## config.mk

```make
export PLATFORM = sky130hd
export DESIGN_NAME = spf_finalize
export DESIGN_NICKNAME = d
export VERILOG_FILES = /design/src/rtl/spf_pkg.sv /design/src/rtl/spf_zero_scan.sv /design/src/rtl/spf_len_clamp.sv /design/src/rtl/spf_result_fmt.sv /design/src/rtl/spf_finalize.sv
export SDC_FILE = /design/constraint.sdc
export NUM_CORES = 1
export LEC_CHECK = 0
export BUFFER_PORTS_ARGS = -buffer_cell sky130_fd_sc_hd__clkbuf_2
export CORE_AREA = 2 2 215 217
export CTS_BUF_LIST = sky130_fd_sc_hd__clkbuf_8
export DETAILED_ROUTE_END_ITERATION = 16
export DIE_AREA = 0 0 217 219
export PLACE_DENSITY = 0.45
export SYNTH_ARGS = -nofsm -noshare
export SYNTH_HDL_FRONTEND = slang
export SYNTH_SLANG_ARGS = --single-unit
```

## constraint.sdc

```tcl
create_clock -name clk -period 5.1 [get_ports clk]
set_input_delay 0.765 -clock clk [delete_from_list [all_inputs] [get_ports clk]]
set_output_delay 0.765 -clock clk [all_outputs]
set_load 0.005 [all_outputs]
```

## src/rtl/spf_pkg.sv

```systemverilog
// Shared sizes and flag bit positions for the string compare finalizer.
// Assumes a 128-bit operand and a 16-bit match vector.
package spf_pkg;
    localparam int unsigned DATA_W     = 128;
    localparam int unsigned REG_W      = 64;
    localparam int unsigned NARROW_W   = 32;
    localparam int unsigned BYTE_LANES = DATA_W / 8;
    localparam int unsigned WORD_LANES = DATA_W / 16;
    localparam int unsigned CNT_W      = $clog2(BYTE_LANES) + 1;
    localparam int unsigned FLAG_W     = 6;
    localparam int unsigned FL_CF = 0;
    localparam int unsigned FL_PF = 1;
    localparam int unsigned FL_AF = 2;
    localparam int unsigned FL_ZF = 3;
    localparam int unsigned FL_SF = 4;
    localparam int unsigned FL_OF = 5;
endpackage

```

## src/rtl/spf_zero_scan.sv

```systemverilog
// Implicit length: the index of the first all-zero element of an operand,
// or the element count when no element is zero. Element 0 is the lowest bits.
module spf_zero_scan
    import spf_pkg::*;
(
    input  logic [DATA_W-1:0] opnd,
    input  logic              word_mode,
    output logic [CNT_W-1:0]  len
);
    logic [BYTE_LANES-1:0] byte_zero;
    logic [WORD_LANES-1:0] word_zero;

    genvar g;
    generate
        for (g = 0; g < BYTE_LANES; g++) begin : g_byte
            assign byte_zero[g] = (opnd[g*8 +: 8] == 8'h00);
        end
        for (g = 0; g < WORD_LANES; g++) begin : g_word
            assign word_zero[g] = (opnd[g*16 +: 16] == 16'h0000);
        end
    endgenerate

    // Pick the lowest zero element for the active element size.
    always_comb begin
        if (word_mode) begin
            len = CNT_W'(WORD_LANES);
            for (int i = WORD_LANES - 1; i >= 0; i--)
                if (word_zero[i]) len = CNT_W'(i);
        end else begin
            len = CNT_W'(BYTE_LANES);
            for (int i = BYTE_LANES - 1; i >= 0; i--)
                if (byte_zero[i]) len = CNT_W'(i);
        end
    end
endmodule

```

## src/rtl/spf_len_clamp.sv

```systemverilog
// Explicit length: magnitude of a signed register value, capped at the
// element count. Narrow form reads only the low 32 bits as signed.
module spf_len_clamp
    import spf_pkg::*;
(
    input  logic [REG_W-1:0] raw,
    input  logic             wide,
    input  logic             word_mode,
    output logic [CNT_W-1:0] len
);
    logic [REG_W-1:0] val;
    logic [REG_W-1:0] mag;
    logic [CNT_W-1:0] limit;

    // Sign-extend the chosen register form and take its magnitude.
    always_comb begin
        if (wide) val = raw;
        else      val = {{(REG_W-NARROW_W){raw[NARROW_W-1]}}, raw[NARROW_W-1:0]};
        mag = val[REG_W-1] ? (~val + 1'b1) : val;
    end

    // Cap the magnitude at the element count.
    always_comb begin
        limit = word_mode ? CNT_W'(WORD_LANES) : CNT_W'(BYTE_LANES);
        if (mag >= {{(REG_W-CNT_W){1'b0}}, limit}) len = limit;
        else                                        len = mag[CNT_W-1:0];
    end
endmodule

```

## src/rtl/spf_result_fmt.sv

```systemverilog
// Builds the mask or index form and the flags from the match vector and the
// two lengths. In word mode the upper eight match bits are discarded.
module spf_result_fmt
    import spf_pkg::*;
(
    input  logic [BYTE_LANES-1:0] vec,
    input  logic                  word_mode,
    input  logic                  alt_sel,
    input  logic                  index_mode,
    input  logic [CNT_W-1:0]      len_a,
    input  logic [CNT_W-1:0]      len_b,
    output logic [DATA_W-1:0]     mask,
    output logic [CNT_W-1:0]      index,
    output logic [FLAG_W-1:0]     flags
);
    logic [BYTE_LANES-1:0] eff;
    logic [CNT_W-1:0]      count;
    logic [DATA_W-1:0]     exp_byte;
    logic [DATA_W-1:0]     exp_word;
    logic [CNT_W-1:0]      low_pos;
    logic [CNT_W-1:0]      high_pos;

    assign eff   = word_mode ? {{(BYTE_LANES-WORD_LANES){1'b0}}, vec[WORD_LANES-1:0]} : vec;
    assign count = word_mode ? CNT_W'(WORD_LANES) : CNT_W'(BYTE_LANES);

    genvar g;
    generate
        for (g = 0; g < BYTE_LANES; g++) begin : g_xb
            assign exp_byte[g*8 +: 8] = {8{eff[g]}};
        end
        for (g = 0; g < WORD_LANES; g++) begin : g_xw
            assign exp_word[g*16 +: 16] = {16{eff[g]}};
        end
    endgenerate

    // Lowest and highest set positions, defaulting to the element count.
    always_comb begin
        low_pos  = count;
        high_pos = count;
        for (int i = BYTE_LANES - 1; i >= 0; i--)
            if (eff[i]) low_pos = CNT_W'(i);
        for (int i = 0; i < BYTE_LANES; i++)
            if (eff[i]) high_pos = CNT_W'(i);
    end

    // Select the result form; the unused form is zero.
    always_comb begin
        mask  = '0;
        index = '0;
        if (index_mode)   index = alt_sel ? high_pos : low_pos;
        else if (alt_sel) mask  = word_mode ? exp_word : exp_byte;
        else              mask  = {{(DATA_W-BYTE_LANES){1'b0}}, eff};
    end

    // Flags from the vector and the two lengths.
    always_comb begin
        flags        = '0;
        flags[FL_CF] = |eff;
        flags[FL_OF] = eff[0];
        flags[FL_SF] = (len_a < count);
        flags[FL_ZF] = (len_b < count);
    end
endmodule

```

## src/rtl/spf_finalize.sv

```systemverilog
// Top of the string compare finalizer: selects implicit or explicit lengths,
// formats the result and registers it for one cycle of out_valid.
// Assumes one request per in_valid pulse; outputs hold between requests.
module spf_finalize
    import spf_pkg::*;
(
    input  logic         clk,
    input  logic         rst_n,
    input  logic         in_valid,
    input  logic [7:0]   imm,
    input  logic         mode_index,
    input  logic         len_explicit,
    input  logic         len_wide,
    input  logic [127:0] op_a,
    input  logic [127:0] op_b,
    input  logic [63:0]  reg_a,
    input  logic [63:0]  reg_b,
    input  logic [15:0]  match_vec,
    output logic         out_valid,
    output logic [127:0] out_mask,
    output logic [4:0]   out_index,
    output logic [5:0]   out_flags
);
    logic              word_mode;
    logic [CNT_W-1:0]  imp_a, imp_b, exp_a, exp_b, len_a, len_b;
    logic [DATA_W-1:0] nxt_mask;
    logic [CNT_W-1:0]  nxt_index;
    logic [FLAG_W-1:0] nxt_flags;

    assign word_mode = imm[0];

    spf_zero_scan u_scan_a (.opnd(op_a), .word_mode(word_mode), .len(imp_a));
    spf_zero_scan u_scan_b (.opnd(op_b), .word_mode(word_mode), .len(imp_b));

    spf_len_clamp u_clamp_a (.raw(reg_a), .wide(len_wide), .word_mode(word_mode), .len(exp_a));
    spf_len_clamp u_clamp_b (.raw(reg_b), .wide(len_wide), .word_mode(word_mode), .len(exp_b));

    assign len_a = len_explicit ? exp_a : imp_a;
    assign len_b = len_explicit ? exp_b : imp_b;

    spf_result_fmt u_fmt (
        .vec(match_vec), .word_mode(word_mode), .alt_sel(imm[6]),
        .index_mode(mode_index), .len_a(len_a), .len_b(len_b),
        .mask(nxt_mask), .index(nxt_index), .flags(nxt_flags)
    );

    // Result registers: load on a request, hold otherwise.
    always_ff @(posedge clk) begin
        if (!rst_n) begin
            out_valid <= 1'b0;
            out_mask  <= '0;
            out_index <= '0;
            out_flags <= '0;
        end else begin
            out_valid <= in_valid;
            if (in_valid) begin
                out_mask  <= nxt_mask;
                out_index <= nxt_index;
                out_flags <= nxt_flags;
            end
        end
    end
endmodule

```

==> summary.md, run 1 <==
The flow ran to the end, and the final reports show no timing, DRC or antenna violations. After clock tree synthesis, the clock-pin slew on the worst setup and hold paths is 80 ps. The top cell type's share of synthesized area was 0.09694; the vias per cell was 5.185.

The average footprint of a synthesized cell is 6.540 sq um, and the initial core utilization is 0.1832. After synthesis the netlist holds a flip-flop and latch count of 40. By instance count, the leading cell after synthesis is nor4_1. The number of hold-repair buffers added at the cts stage was 0; the row count was 78.

The worst-case reg-to-reg path depth is 3. Static timing analysis puts the maximum clock frequency at 0.2024 GHz. The first global-routing pass estimated 69.57 mm of wire. Compound-cell area share of the yosys netlist: 0.2923. Counting the fill cells in the layout gives 5,117. By count the netlist is led by 111 x nor4_1, 104 x nand2_1, 100 x buf_4, 88 x nor2_1, 71 x clkbuf_1. The run gives 0.09694 as the sequential element share of the synthesized area. The final route contains 12,140 vias.

The repair_antennas step left the layout with diodes totalling 0. For the worst-skew pair, the clock arrives at the later sink with an insertion delay of 300 ps. In this run the count of I/O pins placed on the die edge is 554. Input and output buffers added on the ports amount to 545. TritonCTS built the clock tree. The relative slew slack is 0.3579. The buffer cell driving the clock tree root is clkbuf_8.

In this run the critical register-to-register path is captured at out_mask[23]. For this run, the detailed router's first-pass iteration total came to 6. Synthesis produced 1,263 cells. The worst reg2reg path startpoint is out_mask[23]. Across all hold checks on the routed design, the worst slack comes to 487.9 ps. Setup slack on the worst reg-to-reg path comes out at 4100 ps. By area the synthesized netlist is led by dfxtp_1 9.7%, buf_4 9.1%, nor4_1 8.4%, nand2_1 4.7%, a21oi_1 4.2%. The sequential cells in the finished layout cover a total of 800.8 sq um. The post-route clock period utilization was 0.9690.

The total CTS buffers was 5. The post-synthesis async set-or-reset flop share works out to 0. The count of flip-flops with a built-in enable after synthesis is 0. Simple logic cell fraction of the synthesized area: 0.3920.

The routed wirelength normalized by instance count was 20.70 microns; the sink count of the clock tree was 40. Dividing total power by cell area gives a power density of 115.0 nW/um^2. The chip width is 217 microns, and the half-perimeter wire length after detailed placement is 40.94 mm. The multi-input combinational cells in the finished layout cover a total of 6246 sq um.

The fraction of synthesized area in multiplexers was 0.03817. For the number of pins exceeding their max-slew limit in the final report, the log shows 0. Buffers added to address setup during post-CTS repair amount to 0. Setup repair after global routing could not meet its margin everywhere. The fraction of final layout cells with drive strength greater than 1 works out to 0.3967. The worst hold path belongs to the class reg2reg.

The XOR/XNOR share of the synthesized area was 0.01802. The count of different cell masters after synthesis was 83; the maximum ir drop on the vdd rail was 85.50 uV. STA classifies the critical path endpoint as a flip-flop. Summed over all instances, the cell type with the most area after synthesis is dfxtp_1.

The floorplan step defined a die boundary enclosing 47,520 sq um. The tools report the startpoint of the lowest-slack hold path as out_flags[4]. The logs give 8260 sq um for the netlist area before placement and 0 for the number of failing setup endpoints in the final timing report. Across the routed clock network, the largest skew measured is 0 ps.

At the end of routability-driven placement, the weighted congestion stood at 0.9305. The detail route stage leaves a number of antenna-violating nets equal to 0. Number of global-route vias before repair: 11,070. At the worst endpoint, the arrival time is 5130 ps. The logs give -314.1 ps for the placement-stage worst setup slack and 0 ps for the total negative slack. The total area inside the core boundary comes to 45,090 sq um.

The slew at the pin closest to its max-slew limit was 963.2 ps; the number of antenna violations at the first check in global routing was 0. The tools report the kind of launch point of the worst setup path as an input pin. The analysis attributes to cell leakage a power of 5.020 nW.

In the post-route analysis, the smallest setup slack over all paths is 158.1 ps. The routed design has 48.49 mm of wire. The total count of hold-check failures in the final report came out at 0.

By startpoint and endpoint, the worst setup path is classified as in2reg. The y dimension of the die is 219 microns, and the iteration-0 DRC count of the detailed router is 997. Global routing finished with a remaining overflow of 0. The tools report the endpoint of the worst hold-timing path as out_flags[4]. Entering global routing, the biggest net connects 47 pins. Max-cap violations in this run came to 0. In the synthesized netlist the dominant register cell turns out to be dfxtp_1. The overall fraction of global-route tracks in use was 0.1889; the adder-cell area share of the yosys netlist was 0.009088. DRC violation count after routing: 0. The largest fanout of any net on the critical path is 10. The area growth from synthesis to layout was 40.85%. The Yosys step of the flow raised 0 warnings.

After layout, the minimum clock period comes to 4942 ps. For the data required time at the worst endpoint, the log shows 5290 ps. The clock passes through at most 2 buffers. The dominant combinational cell family by area after synthesis was simple AND/OR/NAND/NOR gates. Worst hold path cell count: 2. The number of H-tree branching levels is 2. At the end of the flow, the number of nets in the layout was 2,161.
-- per-layer routing --
layer / part of all wire / track usage / up-vias
met5: 0 / 0 / -
met4: 0.020 / 0.03539 / 0
met3: 0.064 / 0.02190 / 52
met2: 0.48 / 0.3235 / 565
met1: 0.44 / 0.2554 / 5775
li1: - / - / 5751
-- worst max-delay path, stage by stage --
cell and delay (ps):
clkbuf_2 90, or4_4 580, buf_4 200, or3_1 430, buf_4 170, nor4b_4 290, a311oi_1 160, a2111oi_2 290
nand4_1 120, or4_1 600, nor4_4 340, buf_4 170, a211o_1 130, nand3_1 80, ha_1 290, nor2_1 40
mux2_2 250, nand2_1 60, o21ai_1 70
-- per-stage QoR --
| step | power [mW] | cell area (sq um) | std cells | utilization |
|---|---|---|---|---|
| floorplan | 0.6630 | 8272 | 1264 | - |
| global placement | 1.058 | 11470 | 2334 | 0.2544 |
| detailed placement | 1.055 | 11470 | 2334 | 0.2544 |
| CTS | 1.345 | 11580 | 2342 | 0.2569 |
| global route | 1.424 | 11630 | 2342 | 0.2580 |
| finish | 1.339 | 11630 | 2342 | 0.2580 |
-- worst max-delay path by stage --
| stage | startpoint | end | slack [ps] |
|---|---|---|---|
| CTS | reg_b[2] | out_flags[3] | 20 |
| global route | reg_b[2] | out_flags[3] | -30 |
| global placement | reg_b[2] | out_flags[3] | -390 |
| detailed placement | reg_b[2] | out_flags[3] | -310 |
| floorplan | reg_b[31] | out_flags[3] | 60 |
| finish | reg_b[2] | out_flags[3] | 160 |
-- report_power, final --
group | switching [mW] | internal, mW
Combinational | 0.419 | 0.304
Sequential | 0.0121 | 0.324
Clock | 0.133 | 0.148
-- cells by family (layout without fill, tap and decap cells) --
kind of cell | Yosys count | after routing
buf+inv | 236 | 714
flops | 40 | 40
compound gates | 351 | 351
fa+ha+maj | 6 | 6
other cells | 1 | 2
mux | 31 | 31
xor+xnor | 17 | 17
simple gates | 581 | 581
-- final cells by class --
class,instances,share of cell area
Sequential cell,40,0.06882
Inverter,58,0.01871
Multi-Input combinational cell,988,0.5368
Clock buffer,5,0.005915
Tap cell,600,0.06452
Clock inverter,3,0.003979
Timing Repair Buffer,648,0.3012
-- what timing repair did --
item                                    in CTS  in global routing
resized for setup                            0                 11
endpoints found under the setup margin       0                  2
endpoints found under the hold margin        0                  0
-- registers in the layout, indices dropped and copies added (netlist names) --
| signal | cells |
|---|---|
| out_mask | 30 |
| out_valid | 1 |
| out_flags | 4 |
| out_index | 5 |
-- cell usage in the layout (no fill, tap or decap), drive strengths merged, types with 10 or more instances in the layout --
cell     synthesis  routed
a2111oi         11      11
a211oi          17      17
a21oi           70      70
a31oi           19      19
and2            41      41
buf            107     103
clkbuf          71     550
dfxtp           40      40
inv             56      57
mux2i           27      27
nand2          104     104
nand2b          12      12
nand3           23      23
nand4           29      29
nor2            88      88
nor3            56      56
nor4           115     115
nor4b           10      10
o211ai          10      10
o21ai           53      53
o22ai           43      43
o31ai           19      19
or3             21      21
or4             29      29
xnor2           10      10
No activity file was read; power rests on OpenSTA's default activity.
==> run 2, diff against run 1 <==
CELL_PAD_IN_SITES_DETAIL_PLACEMENT = 1   (was default)
CELL_PAD_IN_SITES_GLOBAL_PLACEMENT = 1   (was default)
CORE_AREA = 2 2 216 218   (was 2 2 215 217)
DIE_AREA = 0 0 218 220   (was 0 0 217 219)
GPL_ROUTABILITY_DRIVEN = 0   (was default)
PLACE_DENSITY = 0.62   (was 0.45)
==> run 2 against run 1 <==
Compared with the run above: fmax increased by 0.91%; sequential share of layout area about the same; critical endpoint unchanged; cell count decreased by 0.34%; hold slack improved by 12 ps.
==> summary.md, run 2 (synthesis results as in run 1) <==
The largest registers in the layout are out_mask: 30 flops, out_index: 5 flops, out_flags: 4 flops. Following the worst setup path forward leads to its endpoint at out_flags[3]. The number of failing setup endpoints in the final timing report was 0; the count of vias placed by the detailed router was 12,330. The tools report the first-pass iteration count of the detailed router as 5.

The power per cell area is 115.7 nW/um^2, and the number of flip-flops in the largest register is 30. In this run the count of I/O pins placed on the die edge is 554. After detailed routing, the number of vias per cell comes to 5.281. The most common library cell in the layout ignoring fill and taps was clkbuf_2. By startpoint and endpoint, the worst setup path is classified as in2reg. The total count of hold-check failures in the final report came out at 0.

The run finished with clean final reports. In the final timing run, aggregate negative setup slack is 0 ps. Data arrives at the worst endpoint at 5100 ps. The die covers 47,960 sq um.

Entering global routing, the biggest net connects 47 pins. The initial core utilization is 0.1801. The overall fraction of global-route tracks in use is 0.1902. The run gives 4050 ps as the worst setup slack for register-to-register paths.

In the layout the commonest cells are 545 x clkbuf_2, 109 x nor4_1, 104 x nand2_1, 88 x nor2_1, 86 x buf_4. The register name with the most flops was out_mask. The chip width was 218 microns; the sink count of the clock tree was 40.

Once detailed placement completed, the half-perimeter wirelength came to 41.51 mm. The core region is 45,860 sq um. The count of inserted antenna diode cells was 0; the DRC violation count after routing was 0.

The tools report the number of H-tree branching levels as 2. The relative slew slack is 0.3402, and the fraction of power spent switching nets is 0.4265. The proportion of power drawn by combinational gates was 0.536. For the worst flop-to-flop path, the logic depth is 3. The smallest clock period supported by the final layout is computed as 4898 ps.

The kind of launch point of the worst setup path is an input pin. The clock reaches the later pin of the worst-skew pair after 300 ps. The tools report the share of the core filled with cells as 0.2519.

The worst hold path was traced through 2 stages. The path category of the worst min-delay check is reg2reg. The tools report the number of global-route vias before repair as 11,950.

The logs give 0 for the number of pins exceeding their max-slew limit in the final report and 5300 ps for the data required time at the worst endpoint. Compared with the post-synthesis result, the final layout area differs by 39.85%. The tools report the worst setup path startpoint as reg_b[2]. The maximum buffer depth of the clock tree is 2.

Clock tree synthesis selected as its root buffer the cell clkbuf_8. The register clock-pin slew on the reported worst setup and hold paths is 90 ps, and the max capacitance violation total is 0. Row generation in the floorplan step produced 79 rows.

The part of the total power dissipated in the clock network is 0.212, and the fraction of final layout cells with drive strength greater than 1 is 0.3949. In this run the worst path has a maximum fanout of 10. The routed wirelength normalized by instance count was 21.27 microns.

The run gives 5 as the total CTS buffers. The floorplan step set the die height to 220 microns. The number of I/O port buffers came out at 545. In this run the remaining antenna-violating nets after routing total 0.

Across all hold checks on the routed design, the worst slack comes to 500.0 ps. For the share of total power in sequential cells, the log shows 0.252. TritonCTS built the clock tree.

Counting the fill cells in the layout gives 5,895. The total net switching power is 570.0 uW, and the first-pass GRT wire length is 71.09 mm. The run gives 2,146 as the final net count. Timing would allow up to 0.2042 GHz. After clock tree synthesis, the setup repair step added 0 buffers. The destination of the worst register-to-register timing path was out_mask[71]. The post-route clock period utilization is 0.9603, and the number of antenna violations at the first check in global routing is 0.

STA classifies the critical path endpoint as a flip-flop. After global routing the overflow that remains totals 0. Between clock sinks in the finished design, the worst skew comes to 0 ps.

For the iteration-0 DRC count of the detailed router, the log shows 823. The tools report the worst reg2reg path startpoint as out_mask[71]. The leakage power came out at 4.934 nW. The worst-case IR drop observed on VDD is 99.86 uV. Summed over all layers, the routed wires come to 49.63 mm. The slew at the pin closest to its max-slew limit came out at 989.7 ps.

The internal power of the cells totals 766.4 uW.
## run 2: layer usage
layer,global-route usage,vias up,wire [microns]
li1,-,5726,-
met1,0.2398,5909,20310
met2,0.3329,594,24180
met3,0.02388,96,3478
met4,0.06372,0,1668
met5,0,-,0
## run 2: layout make-up
type | count | area, sq um | share of cell area
clock inverters | 3 | 46.29 | 0.004007
clock buffers | 5 | 68.82 | 0.005957
multi-input cells | 988 | 6264 | 0.5422
inverters | 58 | 217.7 | 0.01885
repair buffers | 633 | 3396 | 0.2939
well taps | 607 | 759.5 | 0.06574
flip-flops and latches | 40 | 800.8 | 0.06932
## run 2: power by group through the flow
| stage | logic, mW | clock network [mW] | registers [mW] |
|---|---|---|---|
| after floorplan | 0.322 | 0 | 0.341 |
| after global placement | 0.689 | 0 | 0.344 |
| after detailed placement | 0.701 | 0 | 0.345 |
| after CTS | 0.706 | 0.291 | 0.338 |
| after global routing | 0.773 | 0.302 | 0.339 |
| final | 0.716 | 0.284 | 0.337 |
## run 2: worst min-delay path by stage
| stage | start | endpoint | slack, ps |
|---|---|---|---|
| 2_1_floorplan | out_flags[4] | out_flags[4] | 470 |
| 3_3_place_gp | out_flags[4] | out_flags[4] | 480 |
| 3_5_place_dp | out_flags[4] | out_flags[4] | 480 |
| 4_1_cts | out_flags[4] | out_flags[4] | 500 |
| 5_1_grt | out_flags[5] | out_flags[5] | 540 |
| 6_report | out_flags[4] | out_flags[4] | 500 |
## run 2: what timing repair did
action | in CTS | in global routing
pin swaps | 0 | 2
setup endpoints to repair | 1 | 2
gates resized for setup | 3 | 12
hold buffers | 0 | 0
## run 2: stage by stage
step	instances	instance area [sq um]	worst slack [ps]	total power, mW
2_1_floorplan	1264	8272	55.99	0.6630
3_3_place_gp	2326	11370	-371.0	1.033
3_5_place_dp	2326	11370	-372.9	1.046
4_1_cts	2334	11500	91.23	1.334
5_1_grt	2334	11550	-18.76	1.415
6_report	2334	11550	202.5	1.336
## run 2: worst max-delay path, stage by stage
cell and delay (ps):
clkbuf_2 90, or4_4 580, buf_4 200, or3_1 450, or3_1 350, xor2_1 160, a2111oi_2 350, nand4_1 120
or4_1 590, nor4_4 330, buf_4 170, a211o_1 130, nand3_1 90, ha_1 300, nor2_1 40, mux2_2 250
nand2_1 60, o21ai_1 70
